**config.mk**
```make
export PLATFORM = sky130hd
export DESIGN_NAME = dacw_ctrl
export DESIGN_NICKNAME = d
export VERILOG_FILES = /design/src/rtl/dacw_pkg.sv /design/src/rtl/dacw_timer.sv /design/src/rtl/dacw_shifter.sv /design/src/rtl/dacw_seq.sv /design/src/rtl/dacw_ctrl.sv
export SDC_FILE = /design/constraint.sdc
export NUM_CORES = 1
export LEC_CHECK = 0
export CORE_MARGIN = 2
export CORE_UTILIZATION = 50
export CTS_BUF_LIST = sky130_fd_sc_hd__clkbuf_8
export DETAILED_ROUTE_END_ITERATION = 10
export HOLD_SLACK_MARGIN = 0.03
export PLACE_DENSITY = 0.82
export SKIP_CTS_REPAIR_TIMING = 1
export SYNTH_ARGS = -nofsm -noshare
export SYNTH_HDL_FRONTEND = slang
export SYNTH_SLANG_ARGS = --single-unit
```
**constraint.sdc**
```tcl
create_clock -name clk -period 3.2 [get_ports clk]
set_input_delay 0.8 -clock clk [delete_from_list [all_inputs] [get_ports clk]]
set_output_delay 0.8 -clock clk [all_outputs]
set_load 0.03 [all_outputs]
```
**src/rtl/dacw_pkg.sv**
```systemverilog
package dacw_pkg;

    localparam int CHAN_W = 2;
    localparam int CODE_W = 12;
    localparam int WORD_W = 16;

    typedef enum logic [3:0] {
        S_IDLE,
        S_SEL,
        S_HIGH,
        S_LOW,
        S_DESEL,
        S_LDDLY,
        S_LDW,
        S_LDPOST,
        S_CLR
    } seq_state_e;

    typedef struct packed {
        logic              clear;
        logic [CHAN_W-1:0] chan;
        logic [CODE_W-1:0] code;
    } dacw_req_t;

    typedef struct packed {
        logic sel_n;
        logic sclk;
        logic ld_n;
        logic clr_n;
    } dacw_pins_t;

    function automatic logic [WORD_W-1:0] pack_word(input logic [CHAN_W-1:0] ch,
                                                    input logic [CODE_W-1:0] cd);
        return {ch, 2'b00, cd};
    endfunction

    function automatic int max2(input int a, input int b);
        return (a > b) ? a : b;
    endfunction

    function automatic int at_least_one(input int v);
        return (v < 1) ? 1 : v;
    endfunction

endpackage

```
**src/rtl/dacw_timer.sv**
```systemverilog
module dacw_timer #(
    parameter int CNT_W = 8
) (
    input  logic             clk,
    input  logic             rst,
    input  logic             load,
    input  logic [CNT_W-1:0] load_val,
    output logic             zero
);

    logic [CNT_W-1:0] cnt;

    always_ff @(posedge clk) begin
        if (rst)
            cnt <= '0;
        else if (load)
            cnt <= load_val;
        else if (cnt != '0)
            cnt <= cnt - 1'b1;
    end

    assign zero = (cnt == '0);

endmodule

```
**src/rtl/dacw_shifter.sv**
```systemverilog
module dacw_shifter #(
    parameter int WORD_W = 16
) (
    input  logic              clk,
    input  logic              rst,
    input  logic              load,
    input  logic              shift,
    input  logic [WORD_W-1:0] word,
    output logic              bit_out,
    output logic              last
);

    localparam int IDX_W = $clog2(WORD_W);

    logic [WORD_W-1:0] sreg;
    logic [IDX_W-1:0]  idx;

    always_ff @(posedge clk) begin
        if (rst) begin
            sreg <= '0;
            idx  <= '0;
        end else if (load) begin
            sreg <= word;
            idx  <= IDX_W'(WORD_W - 1);
        end else if (shift) begin
            sreg <= {sreg[WORD_W-2:0], 1'b0};
            idx  <= idx - 1'b1;
        end
    end

    assign bit_out = sreg[WORD_W-1];
    assign last    = (idx == '0);

    // the sequencer never asks for a shift beyond the last bit
    p_shift_in_range_r5: assert property (@(posedge clk) disable iff (rst)
        shift |-> (idx != '0));

endmodule

```
**src/rtl/dacw_seq.sv**
```systemverilog
module dacw_seq
    import dacw_pkg::*;
#(
    parameter int T_SETUP  = 4,
    parameter int T_HOLD   = 7,
    parameter int T_HIGH   = 12,
    parameter int T_LOW    = 15,
    parameter int T_SELCLK = 12,
    parameter int T_DESEL  = 1,
    parameter int T_LDDLY  = 17,
    parameter int T_LDW    = 10,
    parameter int T_LDPOST = 2,
    parameter int T_CLRW   = 19,
    parameter int CNT_W    = 8
) (
    input  logic             clk,
    input  logic             rst,
    input  logic             req_valid,
    input  logic             req_clear,
    input  logic             last,
    input  logic             tzero,
    output logic             req_ready,
    output logic             tload,
    output logic [CNT_W-1:0] tload_val,
    output logic             sh_load,
    output logic             sh_shift,
    output dacw_pins_t       pins,
    output logic             done
);

    localparam int HI_CYC = at_least_one(max2(T_HIGH, T_HOLD));
    localparam int LO_CYC = at_least_one(max2(T_LOW, T_SETUP));
    localparam int SC_CYC = at_least_one(max2(T_SELCLK, T_SETUP));

    seq_state_e state, nxt;
    logic       accept;

    function automatic int dur(input seq_state_e s);
        case (s)
            S_SEL:    return SC_CYC;
            S_HIGH:   return HI_CYC;
            S_LOW:    return LO_CYC;
            S_DESEL:  return at_least_one(T_DESEL);
            S_LDDLY:  return at_least_one(T_LDDLY);
            S_LDW:    return at_least_one(T_LDW);
            S_LDPOST: return at_least_one(T_LDPOST);
            S_CLR:    return at_least_one(T_CLRW);
            default:  return 1;
        endcase
    endfunction

    function automatic dacw_pins_t pins_of(input seq_state_e s);
        dacw_pins_t p;
        p.sel_n = !(s inside {S_SEL, S_HIGH, S_LOW, S_DESEL});
        p.sclk  = (s == S_HIGH);
        p.ld_n  = (s != S_LDW);
        p.clr_n = (s != S_CLR);
        return p;
    endfunction

    assign req_ready = (state == S_IDLE);
    assign accept    = req_valid && req_ready;

    always_comb begin
        nxt = state;
        case (state)
            S_IDLE:   if (accept) nxt = req_clear ? S_CLR : S_SEL;
            S_SEL:    if (tzero) nxt = S_HIGH;
            S_HIGH:   if (tzero) nxt = last ? S_DESEL : S_LOW;
            S_LOW:    if (tzero) nxt = S_HIGH;
            S_DESEL:  if (tzero) nxt = S_LDDLY;
            S_LDDLY:  if (tzero) nxt = S_LDW;
            S_LDW:    if (tzero) nxt = S_LDPOST;
            S_LDPOST: if (tzero) nxt = S_IDLE;
            S_CLR:    if (tzero) nxt = S_IDLE;
            default:  nxt = S_IDLE;
        endcase
    end

    assign tload     = (nxt != state);
    assign tload_val = CNT_W'(dur(nxt) - 1);
    assign sh_load   = accept && !req_clear;
    assign sh_shift  = (state == S_HIGH) && tzero && !last;

    always_ff @(posedge clk) begin
        if (rst) begin
            state <= S_IDLE;
            pins  <= pins_of(S_IDLE);
            done  <= 1'b0;
        end else begin
            state <= nxt;
            pins  <= pins_of(nxt);
            done  <= (nxt == S_IDLE) && (state != S_IDLE);
        end
    end

    // done never lasts more than one cycle
    p_done_single_r7: assert property (@(posedge clk) disable iff (rst)
        done |=> !done);

    // no acceptance while a previous operation is in flight
    p_busy_blocks_r7: assert property (@(posedge clk) disable iff (rst)
        (!req_ready && !tzero) |=> !req_ready || $past(state == S_IDLE));

endmodule

```
**src/rtl/dacw_ctrl.sv**
```systemverilog
module dacw_ctrl
    import dacw_pkg::*;
#(
    parameter int T_SETUP  = 4,
    parameter int T_HOLD   = 7,
    parameter int T_HIGH   = 12,
    parameter int T_LOW    = 15,
    parameter int T_SELCLK = 12,
    parameter int T_DESEL  = 1,
    parameter int T_LDDLY  = 17,
    parameter int T_LDW    = 10,
    parameter int T_LDPOST = 2,
    parameter int T_CLRW   = 19
) (
    input  logic              clk,
    input  logic              rst,
    input  logic              req_valid,
    output logic              req_ready,
    input  logic              req_clear,
    input  logic [CHAN_W-1:0] req_chan,
    input  logic [CODE_W-1:0] req_code,
    output logic              sel_n,
    output logic              sclk,
    output logic              sdata,
    output logic              ld_n,
    output logic              clr_n,
    output logic              done
);

    localparam int T_SUM = T_SETUP + T_HOLD + T_HIGH + T_LOW + T_SELCLK
                         + T_DESEL + T_LDDLY + T_LDW + T_LDPOST + T_CLRW;
    localparam int CNT_W = $clog2(T_SUM + 2);

    dacw_req_t         req_s;
    dacw_pins_t        pins;
    logic              tload, tzero, sh_load, sh_shift, last;
    logic [CNT_W-1:0]  tload_val;

    assign req_s = '{clear: req_clear, chan: req_chan, code: req_code};

    dacw_seq #(
        .T_SETUP (T_SETUP),  .T_HOLD  (T_HOLD),   .T_HIGH (T_HIGH),
        .T_LOW   (T_LOW),    .T_SELCLK(T_SELCLK), .T_DESEL(T_DESEL),
        .T_LDDLY (T_LDDLY),  .T_LDW   (T_LDW),    .T_LDPOST(T_LDPOST),
        .T_CLRW  (T_CLRW),   .CNT_W   (CNT_W)
    ) u_seq (
        .clk       (clk),
        .rst       (rst),
        .req_valid (req_valid),
        .req_clear (req_s.clear),
        .last      (last),
        .tzero     (tzero),
        .req_ready (req_ready),
        .tload     (tload),
        .tload_val (tload_val),
        .sh_load   (sh_load),
        .sh_shift  (sh_shift),
        .pins      (pins),
        .done      (done)
    );

    dacw_timer #(.CNT_W(CNT_W)) u_timer (
        .clk      (clk),
        .rst      (rst),
        .load     (tload),
        .load_val (tload_val),
        .zero     (tzero)
    );

    dacw_shifter #(.WORD_W(WORD_W)) u_shift (
        .clk     (clk),
        .rst     (rst),
        .load    (sh_load),
        .shift   (sh_shift),
        .word    (pack_word(req_s.chan, req_s.code)),
        .bit_out (sdata),
        .last    (last)
    );

    assign sel_n = pins.sel_n;
    assign sclk  = pins.sclk;
    assign ld_n  = pins.ld_n;
    assign clr_n = pins.clr_n;

    // data holds while the serial clock is high, including its rising cycle
    p_data_stable_r3: assert property (@(posedge clk) disable iff (rst)
        sclk |-> $stable(sdata));

    // the load strobe is kept apart from the select window
    p_ld_outside_sel_r10: assert property (@(posedge clk) disable iff (rst)
        !sel_n |-> ld_n);

    // the serial clock only toggles inside the select window
    p_clk_inside_sel_r10: assert property (@(posedge clk) disable iff (rst)
        sclk |-> !sel_n);

    // a clear pulse leaves the serial link and load idle
    p_clr_isolated_r9: assert property (@(posedge clk) disable iff (rst)
        !clr_n |-> (sel_n && ld_n && !sclk));

    // an idle block shows the quiet pin levels
    p_idle_quiet_r1: assert property (@(posedge clk) disable iff (rst)
        (req_ready && !done) |-> (sel_n && ld_n && clr_n && !sclk));

    // the first clock rise is preceded by an already asserted select
    p_sel_before_clk_r5: assert property (@(posedge clk) disable iff (rst)
        $rose(sclk) |-> $past(!sel_n));

endmodule

```
==> Yosys cells after proc, flatten, opt, wreduce, memory -nomap -nowiden <==
Memories as Yosys holds them, arrays and structs flattened.
Index checks and enable logic that the tools add are counted.
W data, S select, Z words.
{ "word_totals": {"reg_bits": 36, "rom_bits": 80, "wordCells": 65, "n_memories": 1} }
{ "classes": {"add_sub_neg": 3, "eq_ne": 15, "mux": 16, "reduce_logical": 20} }
{ "memory_table": {"columns": ["name", "words", "width", "rd", "rd_clocked_by_memory_dff", "wr", "line_no", "rtl"], "rows": [
  ["(name not given)", 16, 5, 1, 0, 0, "dacw_seq.sv:39", "case (s)"]
]} }
{ "op_table": {"columns": ["op", "count"], "rows": [
  ["$mux W4", 10],
  ["$mux W16", 2],
  ["$pmux W4 S7", 1],
  ["$eq A4 B3 Y1 const B", 5],
  ["$eq A4 B2 Y1 const B", 4],
  ["$mux W7", 2],
  ["$logic_not A4 Y1", 3],
  ["$eq A4 B1 Y1 const B", 2],
  ["$reduce_bool A4 Y1", 2],
  ["$logic_not A7 Y1", 1],
  ["$reduce_bool A7 Y1", 1],
  ["$sub A7 B1 Y7 const B", 1],
  ["$sub A7 B2 Y7 const B", 1],
  ["$reduce_or A2 Y1", 3],
  ["$logic_and A1 B1 Y1", 5],
  ["$eq A4 B4 Y1 const B", 1],
  ["$ne A4 B3 Y1 const B", 1],
  ["$ne A4 B4 Y1", 1],
  ["$ne A4 B4 Y1 const B", 1],
  ["$reduce_bool A2 Y1", 2],
  ["$sub A4 B1 Y4 const B", 1],
  ["$logic_not A1 Y1", 3],
  ["$mux W3", 1]
]} }

==> Logic depth before layout (Yosys ltp) <==
{ "depth": {"ltp_word": 7, "ltp_mapped": 14, "depth_no_buf": 13} }

==> Modules after synthesis <==
A second synthesis with hierarchy kept.
{ "hier_totals": {"hier_cells": 238, "area_unflattened_um2": 2178.3} }
{ "modules_own_cells": {"columns": ["mod", "instances", "cells_each", "area_each_um2", "seq_area_each_um2"], "rows": [
  ["dacw_shifter", 1, 106, 1068.5, 400.4],
  ["dacw_seq", 1, 84, 706.9, 180.2],
  ["dacw_timer", 1, 47, 399.1, 140.1],
  ["dacw_ctrl", 1, 1, 3.8, 0.0]
]} }

==> Worst setup path before layout <==
No wires, ideal clock.
{ "synth_path": {"kind": "register to register", "from": "reg u_timer.cnt[0]", "to": "reg u_timer.cnt[1]", "setup_time_ps": 71, "arrival_ps": 2751, "slack_ps": 379, "path_stages_with_launch": 14, "period_less_slack_ps": 2821, "cell_sequence": "dfxtp_1 > inv_1 > ha_1 > and2b_2 > and2_1 > buf_6 > nand2_4 > a221oi_1 > inv_1 > ha_1 > a221oi_1 > ha_1 > or2_2 > a21oi_1"} }
{ "synth_via": {"elab_chain_len": 6, "elab_cells_between_ends": 16} }
{ "synth_lines": {"columns": ["item", "line_no", "rtl"], "rows": [
  ["start: declaration", "dacw_timer.sv:11", "logic [CNT_W-1:0] cnt;"],
  ["start signal: assignment", "dacw_timer.sv:17", "cnt <= load_val;"],
  ["start signal: assignment", "dacw_timer.sv:19", "cnt <= cnt - 1'b1;"],
  ["$logic_not A7 Y1", "dacw_timer.sv:22", "assign zero = (cnt == '0);"],
  ["$mux W4, or another cell as far along", "dacw_seq.sv:74, dacw_seq.sv:75", null],
  ["$pmux W4 S7", "dacw_seq.sv:66", "case (state)"],
  ["$mem_v2 Z16 W5", null, null],
  ["$sub A7 B2 Y7", "dacw_seq.sv:81", "assign tload_val = CNT_W'(dur(nxt) - 1);"],
  ["$mux W7", "dacw_timer.sv:16", "else if (load)"]
]} }
Several ways; a longest one is shown, not always the timed one. The select of a mux whose other input is x is not followed.
A chain may end at the register's enable or synchronous reset.

==> Worst setup path after layout <==
{ "layout_path": {"from": "in req_valid", "to": "reg u_timer.cnt[1]"} }
{ "layout_via": {"elab_chain_len": 6, "elab_cells_between_ends": 8} }
{ "layout_lines": {"columns": ["item", "line_no", "rtl"], "rows": [
  ["start: declaration", "dacw_ctrl.sv:17", "input logic req_valid,"],
  ["$logic_and A1 B1 Y1 *", "dacw_seq.sv:62", "assign accept = req_valid && req_ready;"],
  ["$mux W4 *", "dacw_seq.sv:67", "S_IDLE: if (accept) nxt = req_clear ? S_CLR : S_SEL;"],
  ["$pmux W4 S7 *", "dacw_seq.sv:66", null],
  ["named net u_seq.nxt[0]", "dacw_seq.sv:35", "seq_state_e state, nxt;"],
  ["$mem_v2 Z16 W5", null, null],
  ["$sub A7 B2 Y7", "dacw_seq.sv:81", null],
  ["$mux W7", "dacw_timer.sv:16", null]
]} }
The timed path passes the listed nets; every way through them passes the cells marked *.

==> results.sh <==
export IMPL_status="completed"
export IMPL_die_w_um=66.2
export IMPL_netlist_area_mm2=0.00193
export IMPL_htreeDepth=2
export IMPL_yosys_warnings=0
export IMPL_seq_area_frac_synth_pct=37.3
export IMPL_cts_buffers=5
export IMPL_crit_arrival_ps=3210
export IMPL_place_inst=295
export IMPL_fmax_mhz=334
export IMPL_crit_path_max_fanout=4
export IMPL_clk_path_buf_depth=2
export IMPL_cp_slowest_cell="clkdlybuf4s50_1"
export IMPL_clk_pin_slew_ps=80
export IMPL_grt_max_degree=27
export IMPL_worstMarginPinSlew_ps=507
export IMPL_diodes=0
export IMPL_dieArea_mm2=0.00438
export IMPL_cp_required_ps=3420
export IMPL_crit_path_start_kind="primary input"
export IMPL_antenna_found_initial=0
export IMPL_first_iter_violations=96
export IMPL_gp_congestion=0.957
export IMPL_nets=280
export IMPL_p_leak_nw=0.885
export IMPL_dp_hpwl_mm=2.92
export IMPL_final_cells=303
export IMPL_drcViolationCount=0
export IMPL_hp_start="u_shift.sreg[15]$_SDFFE_PP0P_"
export IMPL_first_pass_iters=4
export IMPL_drv_cap=0
export IMPL_busiest_layer="met2"
export IMPL_rows=22
export IMPL_layout_drive_gt1_share_pct=11.8
export IMPL_min_to="u_shift.sreg[15]$_SDFFE_PP0P_"
export IMPL_holdWs_ps=460
export IMPL_worstReg2RegStart="u_timer.cnt[0]$_SDFFE_PP0P_"
export IMPL_rsz0062_at_grt="false"
export IMPL_ir_worst_vdd_mv=0.397
export IMPL_end_kind="register"
export IMPL_fin_crit_ps=2990
export IMPL_synth_edf_count=0
export IMPL_slew_headroom_pct=66.1
export IMPL_grt_use_total_pct=20.8
export IMPL_met2_usage_pct=30.0
export IMPL_crit_chain="clkdlybuf4s50_1 > nor3b_1 > and2_1 > a31oi_1 > o21a_1 > inv_1 > ha_1 > a221oi_1 > ha_1 > or2_2 > a21oi_1"
export IMPL_max_stage_delay_ps=410
export IMPL_synth_fp_nets=251
export IMPL_cts_root_buffer="clkbuf_8"
export IMPL_start_util_pct=52.4
export IMPL_via_count=1728
export IMPL_wl_mm=4.09
export IMPL_gr_usage_met3_pct=5.62
export IMPL_async_flop_share_pct=0
export IMPL_synthDistinctLibCells=51
export IMPL_grt_pass1_vias=1529
export IMPL_hold_viol=0
export IMPL_grt_ovfl_total=0
export IMPL_cts_tree="done"
export IMPL_synth_ff_type="dfxtp_1"
export IMPL_core_mm2=0.00369
export IMPL_path_common_cell="ha_1"
export IMPL_grt_use_met1_pct=28.8
export IMPL_viasPerCell=5.70
export IMPL_final_util_pct=63.1
export IMPL_worst_r2r_path_depth=12
export IMPL_wl_per_cell_um=13.5
export IMPL_reg2reg_slack_ps=270
export IMPL_port_buffers=24
export IMPL_p_per_area_mw_per_mm2=731
export IMPL_crit_type="in2reg"
export IMPL_hold_path_depth=2
export IMPL_syn_avg_cell_area_um2=8.59
export IMPL_timing_rr_end="u_timer.cnt[1]$_SDFFE_PP0P_"
export IMPL_final_setup_skew_ps=8.41
export IMPL_clkSinkCount=36
export IMPL_grt_pass1_wl_mm=6.92
export IMPL_syn_instance_count=225
export IMPL_worst_hold_path_type="reg2reg"
export IMPL_finalSetupViolations=0
export IMPL_ys_ff_latch=36
export IMPL_ant_nets=0
export IMPL_slew_viol_final=0
export IMPL_syn_to_final_growth_pct=20.5
export IMPL_clk_latency_ps=290
export IMPL_dieHeight_um=66.2
export IMPL_fin_crit_sh_pct=93.6
export IMPL_boundaryPins=25
==> cells in the mapped netlist (2+ instances only) <==
cell type | count | area share, %
a22oi_1 | 8 | 3.1
nand2_1 | 21 | 4.1
a211oi_1 | 5 | 1.9
clkbuf_1 | 6 | 1.2
a211o_1 | 2 | 0.91
and2_1 | 2 | 0.65
nor3_1 | 11 | 2.8
nor3b_1 | 2 | 0.78
buf_6 | 3 | 1.7
mux2i_1 | 8 | 4.1
o21ai_0 | 5 | 1.3
nand3_1 | 3 | 0.78
ha_1 | 8 | 5.2
xor2_1 | 5 | 2.3
or3_1 | 5 | 1.6
a21oi_1 | 19 | 4.9
dfxtp_1 | 36 | 37
nor4_1 | 2 | 0.65
xnor2_1 | 7 | 3.2
o22ai_1 | 2 | 0.65
inv_1 | 13 | 2.5
buf_2 | 2 | 0.52
nor2_1 | 20 | 3.9
a221oi_1 | 2 | 0.91
nand3b_1 | 2 | 0.78
==> layer usage <==
| layer | share of wire (%) | vias to the layer above |
|---|---|---|
| met5 | 0 | - |
| met4 | 2.4 | 0 |
| met3 | 6.0 | 13 |
| met2 | 45 | 62 |
| met1 | 47 | 794 |
| li1 | - | 859 |
==> logic make-up after synthesis <==
family | Yosys count | synth area share, %
and+or+nand+nor | 78 | 21.0
xor gates and xnor gates | 12 | 5.44
buffers and inverters | 27 | 7.32
AOI/OAI and AO/OA | 56 | 19.6
DFF | 36 | 37.3
muxes | 8 | 4.15
adders and majority gates | 8 | 5.18
==> worst max-delay path: cells and delay by family <==
| kind | cells | cell delay, ps |
|---|---|---|
| AOI/OAI and AO/OA | 4 | 790 |
| adders and majority gates | 2 | 500 |
| buffers and inverters | 2 | 490 |
| and+or+nand+nor | 3 | 620 |
==> final cells by class <==
| cell class | count | area, µm² |
|---|---|---|
| fill | 337 | 1360 |
| multi-input combinational | 162 | 1080 |
| sequential | 36 | 721 |
| timing repair buffer | 36 | 330 |
| clock buffer | 5 | 68.8 |
| tap | 48 | 60.1 |
| inverter | 13 | 48.8 |
| clock inverter | 3 | 18.8 |
==> state kept, by name, summed over array words and instances, names as in the netlist <==
name,count
u_timer.cnt,7
u_seq.done,1
u_seq.pins,4
u_seq.state,4
u_shift.sreg,16
u_shift.idx,4
==> report_power, final <==
part | switching, W | internal, W | total, W
clock network | 0.000165 | 0.000152 | 0.000317
logic | 0.000433 | 0.000364 | 0.000797
registers | 0.0000691 | 0.000518 | 0.000587
total | 0.000667 | 0.00103 | 0.00170
==> per-stage QoR <==
step           worst slack (ps)  power (W)  area, µm²  setup TNS, ps
6_report                    206    0.00170       2330              0
5_1_grt                    36.7    0.00182       2330              0
4_1_cts                     211    0.00169       2320              0
3_5_place_dp              -70.2    0.00137       2230           -106
3_3_place_gp               13.1    0.00136       2230              0
2_1_floorplan               379    0.00119       1930              0
==> layout by cell type, fill, tap and decap left out, types with 3 or more instances in the layout <==
| master | count |
|---|---|
| nor2_1 | 20 |
| or3_1 | 5 |
| mux2i_1 | 8 |
| inv_1 | 13 |
| ha_1 | 8 |
| xor2_1 | 5 |
| nand3_1 | 3 |
| dfxtp_1 | 36 |
| xnor2_1 | 7 |
| clkbuf_8 | 5 |
| a211oi_1 | 5 |
| nand2_1 | 21 |
| a22oi_1 | 8 |
| clkdlybuf4s50_1 | 24 |
| buf_4 | 12 |
| o21ai_0 | 5 |
| nor3_1 | 10 |
| a21oi_1 | 19 |
==> worst max-delay path by stage <==
stage | slack [ps] | start | cells after the start | to
floorplan | 380 | u_timer.cnt[0]$_SDFFE_PP0P_ | 13 | u_timer.cnt[1]$_SDFFE_PP0P_
detailed placement | -70 | req_valid | 11 | u_timer.cnt[1]$_SDFFE_PP0P_
global route | 40 | req_valid | 11 | u_timer.cnt[1]$_SDFFE_PP0P_
CTS | 210 | u_timer.cnt[0]$_SDFFE_PP0P_ | 12 | u_timer.cnt[1]$_SDFFE_PP0P_
global placement | 10 | req_valid | 11 | u_timer.cnt[1]$_SDFFE_PP0P_
finish | 210 | req_valid | 11 | u_timer.cnt[1]$_SDFFE_PP0P_
No activity file was read; power rests on OpenSTA's default activity.
